===== src/rtl/sram_lane_pkg.sv =====
`timescale 1ns/1ps
package sram_lane_pkg;

  typedef enum logic [2:0] {
    PH_IDLE,
    PH_READ,
    PH_TURN,
    PH_WSETUP,
    PH_WPULSE,
    PH_WHOLD
  } phase_e;

  // control-to-datapath strobes
  typedef struct packed {
    logic load;     // latch the request fields
    logic capture;  // sample bus data into rdData
    logic clear;    // zero rdData (empty-mask read)
    logic ceN;
    logic oeN;
    logic weN;
    logic laneOn;   // lane enables follow the latched mask
    logic drive;    // drive the data bus
  } strobe_t;

  function automatic int cdiv(input int num, input int den);
    return (num + den - 1) / den;
  endfunction

endpackage


===== src/rtl/sram_lane_fsm.sv =====
`timescale 1ns/1ps
module sram_lane_fsm
  import sram_lane_pkg::*;
#(
  parameter int MASK_W  = 2,
  parameter int RD_N    = 1,
  parameter int PULSE_N = 1,
  parameter int HOLD_N  = 1
) (
  input  logic              clk,
  input  logic              rstN,
  input  logic              reqValid,
  input  logic              reqWrite,
  input  logic [MASK_W-1:0] reqMask,
  output logic              reqReady,
  output logic              rdValid,
  output strobe_t           stb
);

  localparam int MAX_N = (RD_N > PULSE_N) ? ((RD_N > HOLD_N) ? RD_N : HOLD_N)
                                          : ((PULSE_N > HOLD_N) ? PULSE_N : HOLD_N);
  localparam int CNT_W = (MAX_N < 2) ? 1 : $clog2(MAX_N);

  phase_e phase, phaseNext;
  logic [CNT_W-1:0] cnt, cntNext;
  logic accept;
  logic maskEmpty;

  assign maskEmpty = (reqMask == '0);
  assign reqReady  = (phase == PH_IDLE);
  assign accept    = reqValid && reqReady;

  always_comb begin
    phaseNext   = phase;
    cntNext     = cnt;
    stb         = '0;
    stb.ceN     = 1'b1;
    stb.oeN     = 1'b1;
    stb.weN     = 1'b1;
    unique case (phase)
      PH_IDLE: begin
        stb.load = accept;
        cntNext  = '0;
        if (accept) begin
          if (maskEmpty)     stb.clear = !reqWrite;
          else if (reqWrite) phaseNext = PH_WSETUP;
          else               phaseNext = PH_READ;
        end
      end
      PH_READ: begin
        stb.ceN    = 1'b0;
        stb.oeN    = 1'b0;
        stb.laneOn = 1'b1;
        if (cnt == CNT_W'(RD_N - 1)) begin
          stb.capture = 1'b1;
          cntNext     = '0;
          phaseNext   = PH_TURN;
        end else begin
          cntNext = cnt + 1'b1;
        end
      end
      PH_TURN: begin
        phaseNext = PH_IDLE;
      end
      PH_WSETUP: begin
        stb.ceN    = 1'b0;
        stb.laneOn = 1'b1;
        phaseNext  = PH_WPULSE;
      end
      PH_WPULSE: begin
        stb.ceN    = 1'b0;
        stb.weN    = 1'b0;
        stb.laneOn = 1'b1;
        stb.drive  = 1'b1;
        if (cnt == CNT_W'(PULSE_N - 1)) begin
          cntNext   = '0;
          phaseNext = PH_WHOLD;
        end else begin
          cntNext = cnt + 1'b1;
        end
      end
      PH_WHOLD: begin
        stb.ceN    = 1'b0;
        stb.laneOn = 1'b1;
        stb.drive  = 1'b1;
        if (cnt == CNT_W'(HOLD_N - 1)) begin
          cntNext   = '0;
          phaseNext = PH_IDLE;
        end else begin
          cntNext = cnt + 1'b1;
        end
      end
      default: phaseNext = PH_IDLE;
    endcase
  end

  always_ff @(posedge clk or negedge rstN) begin
    if (!rstN) begin
      phase   <= PH_IDLE;
      cnt     <= '0;
      rdValid <= 1'b0;
    end else begin
      phase   <= phaseNext;
      cnt     <= cntNext;
      rdValid <= stb.capture || stb.clear;
    end
  end

  // the read-valid pulse lasts a single cycle
  a_r3_rdvalid_single: assert property (@(posedge clk) disable iff (!rstN)
    rdValid |=> !rdValid);

  // accepting a non-empty request closes the handshake
  a_r9_busy_after_accept: assert property (@(posedge clk) disable iff (!rstN)
    (reqValid && reqReady && !maskEmpty) |=> !reqReady);

endmodule


===== src/rtl/sram_lane_dp.sv =====
`timescale 1ns/1ps
module sram_lane_dp
  import sram_lane_pkg::*;
#(
  parameter int ADDR_W = 16,
  parameter int DATA_W = 16
) (
  input  logic                   clk,
  input  logic                   rstN,
  input  strobe_t                stb,
  input  logic [ADDR_W-1:0]      reqAddr,
  input  logic [DATA_W-1:0]      reqWdata,
  input  logic [DATA_W/8-1:0]    reqMask,
  output logic [DATA_W-1:0]      rdData,
  output logic [ADDR_W-1:0]      sramAddr,
  output logic                   sramCeN,
  output logic                   sramOeN,
  output logic                   sramWeN,
  output logic [DATA_W/8-1:0]    sramBeN,
  output logic [DATA_W-1:0]      sramDqOut,
  output logic                   sramDqOe,
  input  logic [DATA_W-1:0]      sramDqIn
);

  localparam int LANE_N = DATA_W / 8;

  logic [ADDR_W-1:0] addrReg;
  logic [DATA_W-1:0] dataReg;
  logic [LANE_N-1:0] maskReg;

  always_ff @(posedge clk or negedge rstN) begin
    if (!rstN) begin
      addrReg <= '0;
      dataReg <= '0;
      maskReg <= '0;
    end else if (stb.load) begin
      addrReg <= reqAddr;
      dataReg <= reqWdata;
      maskReg <= reqMask;
    end
  end

  assign sramAddr  = addrReg;
  assign sramDqOut = dataReg;
  assign sramDqOe  = stb.drive;
  assign sramCeN   = stb.ceN;
  assign sramOeN   = stb.oeN;
  assign sramWeN   = stb.weN;

  for (genvar g = 0; g < LANE_N; g++) begin : gLane
    assign sramBeN[g] = !(stb.laneOn && maskReg[g]);

    always_ff @(posedge clk or negedge rstN) begin
      if (!rstN) begin
        rdData[8*g +: 8] <= '0;
      end else if (stb.clear) begin
        rdData[8*g +: 8] <= '0;
      end else if (stb.capture) begin
        rdData[8*g +: 8] <= maskReg[g] ? sramDqIn[8*g +: 8] : 8'h00;
      end
    end
  end

endmodule


===== src/rtl/sram_lane_ctrl.sv =====
`timescale 1ns/1ps
module sram_lane_ctrl
  import sram_lane_pkg::*;
#(
  parameter int ADDR_W        = 16,
  parameter int DATA_W        = 16,
  parameter int CLK_PS        = 10000,
  parameter int T_PULSE_PS    = 8000,
  parameter int T_WCYCLE_PS   = 10000,
  parameter int T_ACCESS_PS   = 10000,
  parameter int WR_PULSE_CYC  = sram_lane_pkg::cdiv(T_PULSE_PS, CLK_PS),
  parameter int WR_CYCLE_CYC  = sram_lane_pkg::cdiv(T_WCYCLE_PS, CLK_PS),
  parameter int RD_ACCESS_CYC = sram_lane_pkg::cdiv(T_ACCESS_PS, CLK_PS)
) (
  input  logic                clk,
  input  logic                rstN,
  input  logic                reqValid,
  output logic                reqReady,
  input  logic                reqWrite,
  input  logic [ADDR_W-1:0]   reqAddr,
  input  logic [DATA_W-1:0]   reqWdata,
  input  logic [DATA_W/8-1:0] reqMask,
  output logic                rdValid,
  output logic [DATA_W-1:0]   rdData,
  output logic [ADDR_W-1:0]   sramAddr,
  output logic                sramCeN,
  output logic                sramOeN,
  output logic                sramWeN,
  output logic [DATA_W/8-1:0] sramBeN,
  output logic [DATA_W-1:0]   sramDqOut,
  output logic                sramDqOe,
  input  logic [DATA_W-1:0]   sramDqIn
);

  localparam int LANE_N   = DATA_W / 8;
  localparam int RD_N     = (RD_ACCESS_CYC < 1) ? 1 : RD_ACCESS_CYC;
  localparam int PULSE_N  = (WR_PULSE_CYC < 1) ? 1 : WR_PULSE_CYC;
  localparam int HOLD_RAW = WR_CYCLE_CYC - PULSE_N - 1;
  localparam int HOLD_N   = (HOLD_RAW < 1) ? 1 : HOLD_RAW;

  strobe_t stb;

  sram_lane_fsm #(
    .MASK_W (LANE_N),
    .RD_N   (RD_N),
    .PULSE_N(PULSE_N),
    .HOLD_N (HOLD_N)
  ) uFsm (
    .clk     (clk),
    .rstN    (rstN),
    .reqValid(reqValid),
    .reqWrite(reqWrite),
    .reqMask (reqMask),
    .reqReady(reqReady),
    .rdValid (rdValid),
    .stb     (stb)
  );

  sram_lane_dp #(
    .ADDR_W(ADDR_W),
    .DATA_W(DATA_W)
  ) uDp (
    .clk      (clk),
    .rstN     (rstN),
    .stb      (stb),
    .reqAddr  (reqAddr),
    .reqWdata (reqWdata),
    .reqMask  (reqMask),
    .rdData   (rdData),
    .sramAddr (sramAddr),
    .sramCeN  (sramCeN),
    .sramOeN  (sramOeN),
    .sramWeN  (sramWeN),
    .sramBeN  (sramBeN),
    .sramDqOut(sramDqOut),
    .sramDqOe (sramDqOe),
    .sramDqIn (sramDqIn)
  );

  // no bus drive while the memory output is enabled
  a_r7_no_contention: assert property (@(posedge clk) disable iff (!rstN)
    sramDqOe |-> sramOeN);

  // a low strobe sits inside chip select with outputs off
  a_r5_strobe_inside_select: assert property (@(posedge clk) disable iff (!rstN)
    !sramWeN |-> (!sramCeN && sramOeN));

  // strobe rises before the data bus is released
  a_r5_data_held_at_end: assert property (@(posedge clk) disable iff (!rstN)
    ($rose(sramWeN) && !sramCeN) |-> sramDqOe);

  // a read access is followed by a quiet turnaround cycle
  a_r4_turnaround: assert property (@(posedge clk) disable iff (!rstN)
    $rose(sramOeN) |-> (sramCeN && !sramDqOe && !reqReady));

  // an empty-mask request never selects the memory
  a_r8_empty_no_select: assert property (@(posedge clk) disable iff (!rstN)
    (reqValid && reqReady && reqMask == '0) |=> (sramCeN && reqReady));

  // default counts at a 10 ns clock
  initial begin
    if (CLK_PS == 10000 && T_PULSE_PS == 8000 && T_WCYCLE_PS == 10000 && T_ACCESS_PS == 10000)
      a_r10_default_counts: assert (WR_PULSE_CYC == 1 && WR_CYCLE_CYC == 1 && RD_ACCESS_CYC == 1);
  end

endmodule


===== config.mk =====
export PLATFORM = sky130hd
export DESIGN_NAME = sram_lane_ctrl
export DESIGN_NICKNAME = d
export VERILOG_FILES = /design/src/rtl/sram_lane_pkg.sv /design/src/rtl/sram_lane_fsm.sv /design/src/rtl/sram_lane_dp.sv /design/src/rtl/sram_lane_ctrl.sv
export SDC_FILE = /design/constraint.sdc
export NUM_CORES = 1
export LEC_CHECK = 0
export CORE_MARGIN = 5
export CORE_UTILIZATION = 39
export CTS_BUF_LIST = sky130_fd_sc_hd__clkbuf_4 sky130_fd_sc_hd__clkbuf_8 sky130_fd_sc_hd__clkbuf_16
export DETAILED_ROUTE_END_ITERATION = 6
export PLACE_DENSITY = 0.88
export SLEW_MARGIN = 30
export SYNTH_ARGS = -nofsm -noshare
export SYNTH_HDL_FRONTEND = slang
export SYNTH_SLANG_ARGS = --single-unit
export TNS_END_PERCENT = 1

===== constraint.sdc =====
create_clock -name clk -period 1.9 [get_ports clk]
set_input_delay 0.285 -clock clk [delete_from_list [all_inputs] [get_ports clk]]
set_output_delay 0.285 -clock clk [all_outputs]
set_load 0.01 [all_outputs]

* Word-level counts from Yosys, hierarchy flattened *
Index checks and enable logic that the tools add are counted.

storage, ports and cells
  flip-flop bits (word level) = 55
  input bits = 54
  word-level logic and storage cells = 59

operators by class
  $add $sub $neg = 1
  mux-type cells = 26
  reductions and logical operators = 15
  equality and inequality tests = 9

operators by type and width
  kind                 count
  $mux 8               6
  $mux 3               5
  $pmux 3 s5           1
  $mux 1               12
  $ne 2x2->1 const B   5
  $eq 3x3->1 const B   2
  $reduce_and 5->1     1
  $reduce_bool 2->1    2
  $reduce_or 4->1      1
  $eq 3x1->1 const B   1
  $eq 3x2->1 const B   1
  $logic_and 1x1->1    3
  $logic_not 1->1      3
  $logic_not 3->1      1
  $reduce_or 3->1      1
  $logic_not 2->1      1
  $mux 2               1
  $pmux 1 s2           1
  $reduce_or 2->1      1
  $add 1x1->1 const B  1
  $logic_or 1x1->1     1

* Logic depth before layout (Yosys ltp) *
Gate-level depths: netlist (run 1).

  word-level depth = 5
  depth in mapped cells = 6
  depth with buffers taken out = 4

* Modules after synthesis *
From an unflattened synthesis (run 1), not the netlist that was laid out.

second synthesis, totals
  cell total of the unflattened synthesis = 146
  area total of the unflattened synthesis = 2298.5 µm²

by module, submodules not included
  module         cells each  times used  area an instance (µm²)
  sram_lane_dp   120         1           2068.2
  sram_lane_fsm  26          1           230.2

* Worst setup path before layout (run 1) *
OpenSTA, ideal clock, no wires.

  path type = register to register
  from = register uFsm.phase[1]
  to = register uDp.rdData[6]
  clock period less this slack = 1.679 ns
  library setup time = 0.121 ns
  slack = 0.221 ns
  buffers on the path = 2
  arrival time = 1.557 ns
  cell stages (with the launch flop) = 6
  data required time = 1.779 ns
  path through = dfrtp_1 buf_2 nor4b_4 nor4b_4 buf_4 a21oi_1

on the way
  word-level cells in the longest chain between the ends = 5
  elaborated cells between the ends (all ways) = 8
  those cells by class = eq/ne: 1; mux: 4; reduce/logical: 3

ends and longest elaborated chain
  element                                             line                                      text
  from (decl)                                         sram_lane_fsm.sv:24                       phase_e phase, phaseNext;
  from (signal assigned)                              sram_lane_fsm.sv:103                      phase <= phaseNext;
  $logic_not 3->1                                     sram_lane_fsm.sv:30, sram_lane_fsm.sv:40
  $logic_and 1x1->1                                   sram_lane_fsm.sv:31                       assign accept = reqValid && reqReady;
  $mux 1                                              sram_lane_fsm.sv:44                       if (accept) begin
  $mux 1                                              sram_lane_fsm.sv:40                       unique case (phase)
  $mux 8 / $reduce_bool 2->1 (equally long branches)  n/a
  to (signal, indexed assignment)                     sram_lane_dp.sv:59                        rdData[8*g +: 8] <= maskReg[g] ? sramDqIn[8*g +: 8] : 8'h00;
  to (decl)                                           sram_lane_dp.sv:14                        output logic [DATA_W-1:0] rdData,

Several ways; a longest one is shown, not always the timed one.
A chain may end at the register's enable or synchronous reset.

* Worst setup path in the final report (run 1) *
  from = register uFsm.phase[2]
  to = output port sramOeN

on the way
  word-level cells in the longest chain between the ends = 2

ends and longest elaborated chain
  element     line                  text
  $eq 3x1->1  sram_lane_fsm.sv:40
  $mux 1      sram_lane_fsm.sv:40
  to (decl)   sram_lane_ctrl.sv:27  output logic sramOeN,

Every way passes these cells.

==> flow_metrics.py, run 1 <==
metrics = {
    "run_status": {
        "status": "completed",
    },
    "setup_path": {
        "cp-end-kind": "output port",
        "slowest_stage": "dfrtp_2",
        "reg2reg_slack_ns": 0.23,
        "crit_end": "sramOeN",
        "start_kind": "register",
        "r2r_start": "uFsm.phase[2]$_DFFE_PN0P_",
        "arrival_ns": 1.51,
        "crit_chain": "buf_12 > nor3b_4 > clkinv_1 > dlygate4sd2_1",
        "critPathRequiredTime_ns": 1.62,
        "rr_worst_depth": 4,
        "worstSetupStartpoint": "uFsm.phase[2]$_DFFE_PN0P_",
        "cp_max_fo": 7,
        "critPathMaxStageDelay_ns": 0.47,
        "worstSetupPathType": "register to output port",
        "reg2reg_to": "uDp.sramDqOut[3]$_DFFE_PN0P_",
    },
    "floorplan": {
        "die_width_um": 84.2,
        "start_util_pct": 39.5,
        "die_height_um": 84.2,
        "die-area_um2": 7100,
        "rows": 27,
        "ios": 110,
        "core_area_um2": 5440,
    },
    "grt": {
        "first_global_vias": 1737,
        "antenna_found_initial": 0,
        "grt.total_usage_pct": 14.9,
        "grt-ovfl-total": 0,
        "grt_max_degree": 33,
        "grt_pass1_wl_mm": 8.45,
    },
    "cells_and_area": {
        "mostFrequentLayoutCell": "clkdlybuf4s50_1",
        "post-route-util_pct": 64.0,
        "final_cell_mix": "clkdlybuf4s50_1, dfrtp_1, mux2_2",
        "area_delta_synth_final_pct": 61.9,
        "diodes": 0,
        "final_layout_size_suffix_gt1_share_pct": 20.8,
        "finalNetCount": 333,
    },
    "clock_network": {
        "cts_hold_buf": 0,
        "cts_tree": "built",
        "worstSkewPairLatency_ns": 0.30,
        "numCtsBuffers": 5,
        "clk_pin_slew_ns": 0.09,
        "cts_sinks": 54,
        "root_buffer": "clkbuf_8",
        "clock_path_buffers": 2,
        "cts_max_level": 2,
    },
    "drt": {
        "drc": 0,
        "routed-via-count": 1674,
        "dr.pass1.iters": 4,
        "drt-initial-drc-count": 51,
        "viasPerCell": 4.77,
        "antenna_left": 0,
        "routed_wl_mm": 5.18,
        "wl_per_cell_um": 14.8,
    },
    "timing": {
        "setup_viol": 0,
        "finalClockSkew_ns": 0.00928,
        "hold_viol": 0,
        "tightest_slew_ns": 0.701,
        "fmax_mhz": 558,
        "fin_tns_setup_ns": 0,
        "period_share_pct": 94.3,
        "maxSlewHeadroom_pct": 53.3,
        "slew_viol_final": 0,
        "finalCriticalPeriod_ns": 1.79,
        "rsz0062_at_grt": "no",
    },
    "synthesis": {
        "syn_area_per_cell_um2": 12.9,
        "synthCells": 166,
        "synth_cell_types": 18,
        "syn_nets": 220,
        "synth_warnings": 0,
        "ys_ff_latch": 54,
        "netlist.area_leader.share_pct": 62.9,
        "synth_area_um2": 2150,
        "yosysTopAreaCell": "dfrtp_1",
        "synth.area.top_cells": "dfrtp_1, mux2_2, a21oi_1, nand3_1, nand2_1",
        "ys_seq_area_share_pct": 62.9,
    },
    "worst_hold_path": {
        "hp-class": "input pin to async pin",
    },
    "run": {
        "maxCapViolCount": 0,
    },
    "power": {
        "power.density_nw_per_um2": 1550,
        "p_leak_nw": 1.43,
        "vdd_ir_drop_max_v": 0.000757,
    },
    "place": {
        "dpl.hpwl_mm": 4.00,
        "io_buffer_count": 109,
        "gp_congestion": 0.717,
    },
}
area by class of cell:
class / instances / area [µm²]
sequential: 54 / 1360
multi-input combinational: 100 / 753
clock inverter: 1 / 7.51
clock buffer: 6 / 76.3
timing repair buffer: 116 / 1190
fill: 418 / 1960
inverter: 2 / 7.51
tap: 72 / 90.1
worst min-delay path by stage:
stage | depth (start not counted) | endpoint | slack, ns | from
floorplan | 0 | uDp.maskReg[0]$_DFFE_PN0P_ | -0.01 | rstN
global placement | 1 | uDp.sramDqOut[3]$_DFFE_PN0P_ | 0.37 | rstN
detailed placement | 1 | uDp.sramDqOut[8]$_DFFE_PN0P_ | 0.38 | rstN
CTS | 1 | uDp.rdData[11]$_DFFE_PN0P_ | 0.05 | rstN
global route | 1 | uDp.sramDqOut[6]$_DFFE_PN0P_ | 0.08 | rstN
finish | 1 | uDp.sramDqOut[6]$_DFFE_PN0P_ | 0.03 | rstN
power breakdown:
part           switching (mW)  total (mW)  internal, mW
clock network           0.331       0.599         0.267
logic                    1.03        2.70          1.67
registers               0.392        2.11          1.72
worst max-delay path, delay by kind of cell (launching register included):
kind          cells  cell delay, ns
buf+inv           3            0.55
flops             1            0.47
simple gates      1            0.19
flip-flops by register name (all words and copies together), names as in the netlist:
name           flops
uDp.rdData        16
uFsm.rdValid       1
uDp.maskReg        2
uDp.sramDqOut     16
uFsm.phase         3
uDp.sramAddr      16
cells in the mapped netlist:
cell type	instances
inv_1	1
or2_2	1
dfrtp_1	54
a21oi_1	18
clkbuf_1	2
clkinv_1	1
mux2_2	34
buf_2	7
nand2_1	20
nor4b_4	2
o21a_1	2
nor2b_1	1
nand3b_1	1
nor2_1	2
nor3_1	2
buf_4	1
nand3_1	16
nor3b_2	1
per-stage QoR:
stage          setup WS (ns)  std cells  hold slack, ns  area, µm²  total power, mW
2_1_floorplan          0.221        166         -0.0106       2150             3.28
4_1_cts               0.0170        350          0.0459       3450             5.49
3_3_place_gp          0.0962        343           0.370       3360             4.78
3_5_place_dp          0.0561        343           0.377       3360             4.87
6_report               0.107        351          0.0277       3480             5.41
5_1_grt              0.00924        351          0.0814       3480             5.77
routing by layer:
| layer | up-vias | wire (µm) | part of all wire, % | track usage [%] |
|---|---|---|---|---|
| met5 | - | 0 | 0 | 0 |
| met4 | 0 | 79 | 1.5 | 4.39 |
| met3 | 9 | 416 | 8.0 | 4.71 |
| met2 | 71 | 2650 | 51 | 26.0 |
| met1 | 799 | 2030 | 39 | 17.5 |
| li1 | 795 | - | - | - |
what timing repair did:
item	in CTS	in global routing
endpoints found under the setup margin	5	3
setup buffers	0	1
gates resized for setup	8	3
cells by family after synthesis:
group	share of synthesized area [%]
DFF	62.9
buffers and inverters	2.68
muxes	17.8
AOI/OAI and AO/OA	4.89
and+or+nand+nor	11.8
Note: power is estimated with default switching activity, not from simulation.
==> run 2, diff against run 1 <==
- SLEW_MARGIN: 30 -> 10
==> results of run 2 <==
The final DEF is identical to that of run 1; final timing and power are the same.
==> run 3, diff against run 2 <==
- CORE_ASPECT_RATIO: default -> 0.8
- CORE_UTILIZATION: 39 -> 36
- PLACE_DENSITY: 0.88 -> 0.86
- clock period: 1.9 -> 1.52 ns (I/O delays scaled with it)
==> flow_metrics.py, run 3 (synthesis gave the netlist of run 1 again) <==
metrics = {
    "run_status": {
        "status": "finished, violations left",
        "violations": "setup timing",
    },
    "clock_network": {
        "root_buffer": "clkbuf_8",
        "numCtsBuffers": 5,
        "clk_pin_slew_ns": 0.09,
        "worstSkewPairLatency_ns": 0.30,
        "cts_sinks": 54,
        "cts_tree": "built",
        "cts_max_level": 2,
        "clock_path_buffers": 2,
    },
    "setup_path": {
        "arrival_ns": 1.83,
        "cp-end-kind": "register",
        "r2r_start": "uFsm.phase[1]$_DFFE_PN0P_",
        "cp_max_fo": 26,
        "reg2reg_to": "uDp.sramAddr[14]$_DFFE_PN0P_",
        "critPathRequiredTime_ns": 1.71,
        "rr_worst_depth": 4,
        "reg2reg_slack_ns": -0.12,
        "start_kind": "register",
        "worstSetupPathType": "register to register",
    },
    "floorplan": {
        "start_util_pct": 36.7,
        "ios": 110,
        "die_width_um": 96.4,
        "die-area_um2": 7630,
        "die_height_um": 79.1,
        "rows": 25,
        "core_area_um2": 5850,
    },
    "cells_and_area": {
        "final_layout_size_suffix_gt1_share_pct": 26.3,
        "finalNetCount": 342,
        "final_area_um2": 3570,
        "final_cell_mix": "clkdlybuf4s50_1, dfrtp_1, mux2_2",
        "area_delta_synth_final_pct": 66.3,
        "mostFrequentLayoutCell": "clkdlybuf4s50_1",
        "fill_cells": 486,
        "diodes": 0,
    },
    "grt": {
        "antenna_found_initial": 0,
        "grt_max_degree": 30,
        "first_global_vias": 1960,
        "grt_pass1_wl_mm": 9.72,
        "grt-ovfl-total": 0,
        "grt.total_usage_pct": 16.3,
    },
    "timing": {
        "fmax_mhz": 609,
        "setup_ws_ns": -0.123,
        "finalClockSkew_ns": 0.00490,
        "maxSlewHeadroom_pct": 75.6,
        "finalCriticalPeriod_ns": 1.64,
        "hold_viol": 0,
        "setup_viol": 53,
        "whs_ns": 0.489,
        "rsz0062_at_grt": "yes",
        "tightest_slew_ns": 0.366,
        "slew_viol_final": 0,
        "period_share_pct": 108,
    },
    "drt": {
        "drc": 0,
        "routed-via-count": 1758,
        "dr.pass1.iters": 4,
        "wl_per_cell_um": 15.9,
        "antenna_left": 0,
        "drt-initial-drc-count": 27,
        "routed_wl_mm": 5.87,
        "viasPerCell": 4.75,
    },
    "place": {
        "io_buffer_count": 109,
        "placed_area_um2": 3440,
        "gp_congestion": 0.808,
        "dpl.hpwl_mm": 4.55,
    },
    "power": {
        "p_total_mw": 7.10,
        "power.density_nw_per_um2": 1990,
        "p_leak_nw": 1.48,
        "vdd_ir_drop_max_v": 0.000859,
    },
    "run": {
        "maxCapViolCount": 0,
    },
    "worst_hold_path": {
        "hp-class": "input pin to async pin",
    },
}
run 3: cell types whose count changed in the layout (fill, tap and decap cells not counted), moves of 2 or more:
cell,change
dlymetal6s2s_1,-2
clkbuf_8,+3
a21oi_1,-5
clkbuf_2,+3
buf_4,+9
clkdlybuf4s50_1,-2
a21oi_2,+4
run 3: worst max path at each step:
stage	from	endpoint	slack, ns
after CTS	uFsm.phase[2]$_DFFE_PN0P_	sramOeN	-0.21
after global placement	reqValid	uDp.sramDqOut[1]$_DFFE_PN0P_	-0.21
after floorplan	uFsm.phase[2]$_DFFE_PN0P_	uDp.rdData[13]$_DFFE_PN0P_	-0.13
after detailed placement	reqValid	uDp.sramAddr[7]$_DFFE_PN0P_	-0.25
final	uFsm.phase[1]$_DFFE_PN0P_	uDp.sramAddr[14]$_DFFE_PN0P_	-0.12
after global routing	uFsm.phase[2]$_DFFE_PN0P_	sramBeN[0]	-0.22
run 3: through the flow:
step           util [%]  setup WS [ns]  std cells  setup TNS (ns)
2_1_floorplan         -         -0.135        166           -4.77
3_3_place_gp       58.9         -0.207        360          -10.31
3_5_place_dp       58.9         -0.253        360          -12.02
4_1_cts            60.8         -0.207        369           -5.26
5_1_grt            61.1         -0.221        370           -9.78
6_report           61.1         -0.123        370           -5.42
run 3: area by class of cell:
type | instances | area [µm²] | share of cell area, %
inverters | 2 | 7.51 | 0.210
multi-input cells | 100 | 779 | 21.8
repair buffers | 125 | 1220 | 34.2
flip-flops and latches | 54 | 1350 | 37.9
clock buffers | 8 | 110 | 3.08
well taps | 81 | 101 | 2.84
run 3: timing repair:
item                                    CTS  global route
endpoints found under the hold margin    54             0
gates resized for setup                  14            11
setup buffers                             0             1
endpoints found under the setup margin   57            57
pin swaps                                 0             1
hold buffers                              1             0
run 3: report_power, final:
| part | total [mW] | switching [mW] | internal, mW |
|---|---|---|---|
| logic | 3.65 | 1.48 | 2.17 |
| clock network | 0.897 | 0.437 | 0.460 |
| registers | 2.55 | 0.404 | 2.14 |
| total | 7.10 | 2.32 | 4.77 |
run 3: worst max-delay path: stages, from the launching register on:
cell	delay (ns)
dfrtp_1	0.44
buf_12	0.16
nor4b_4	0.33
buf_12	0.23
mux2_2	0.36
run 3: per-layer routing:
metal	vias to the layer above	wire, µm	global-route usage [%]
met1	851	2360	18.9
met4	0	100	4.62
met5	-	0	0
met2	85	2750	27.7
met3	11	657	6.53
li1	811	-	-
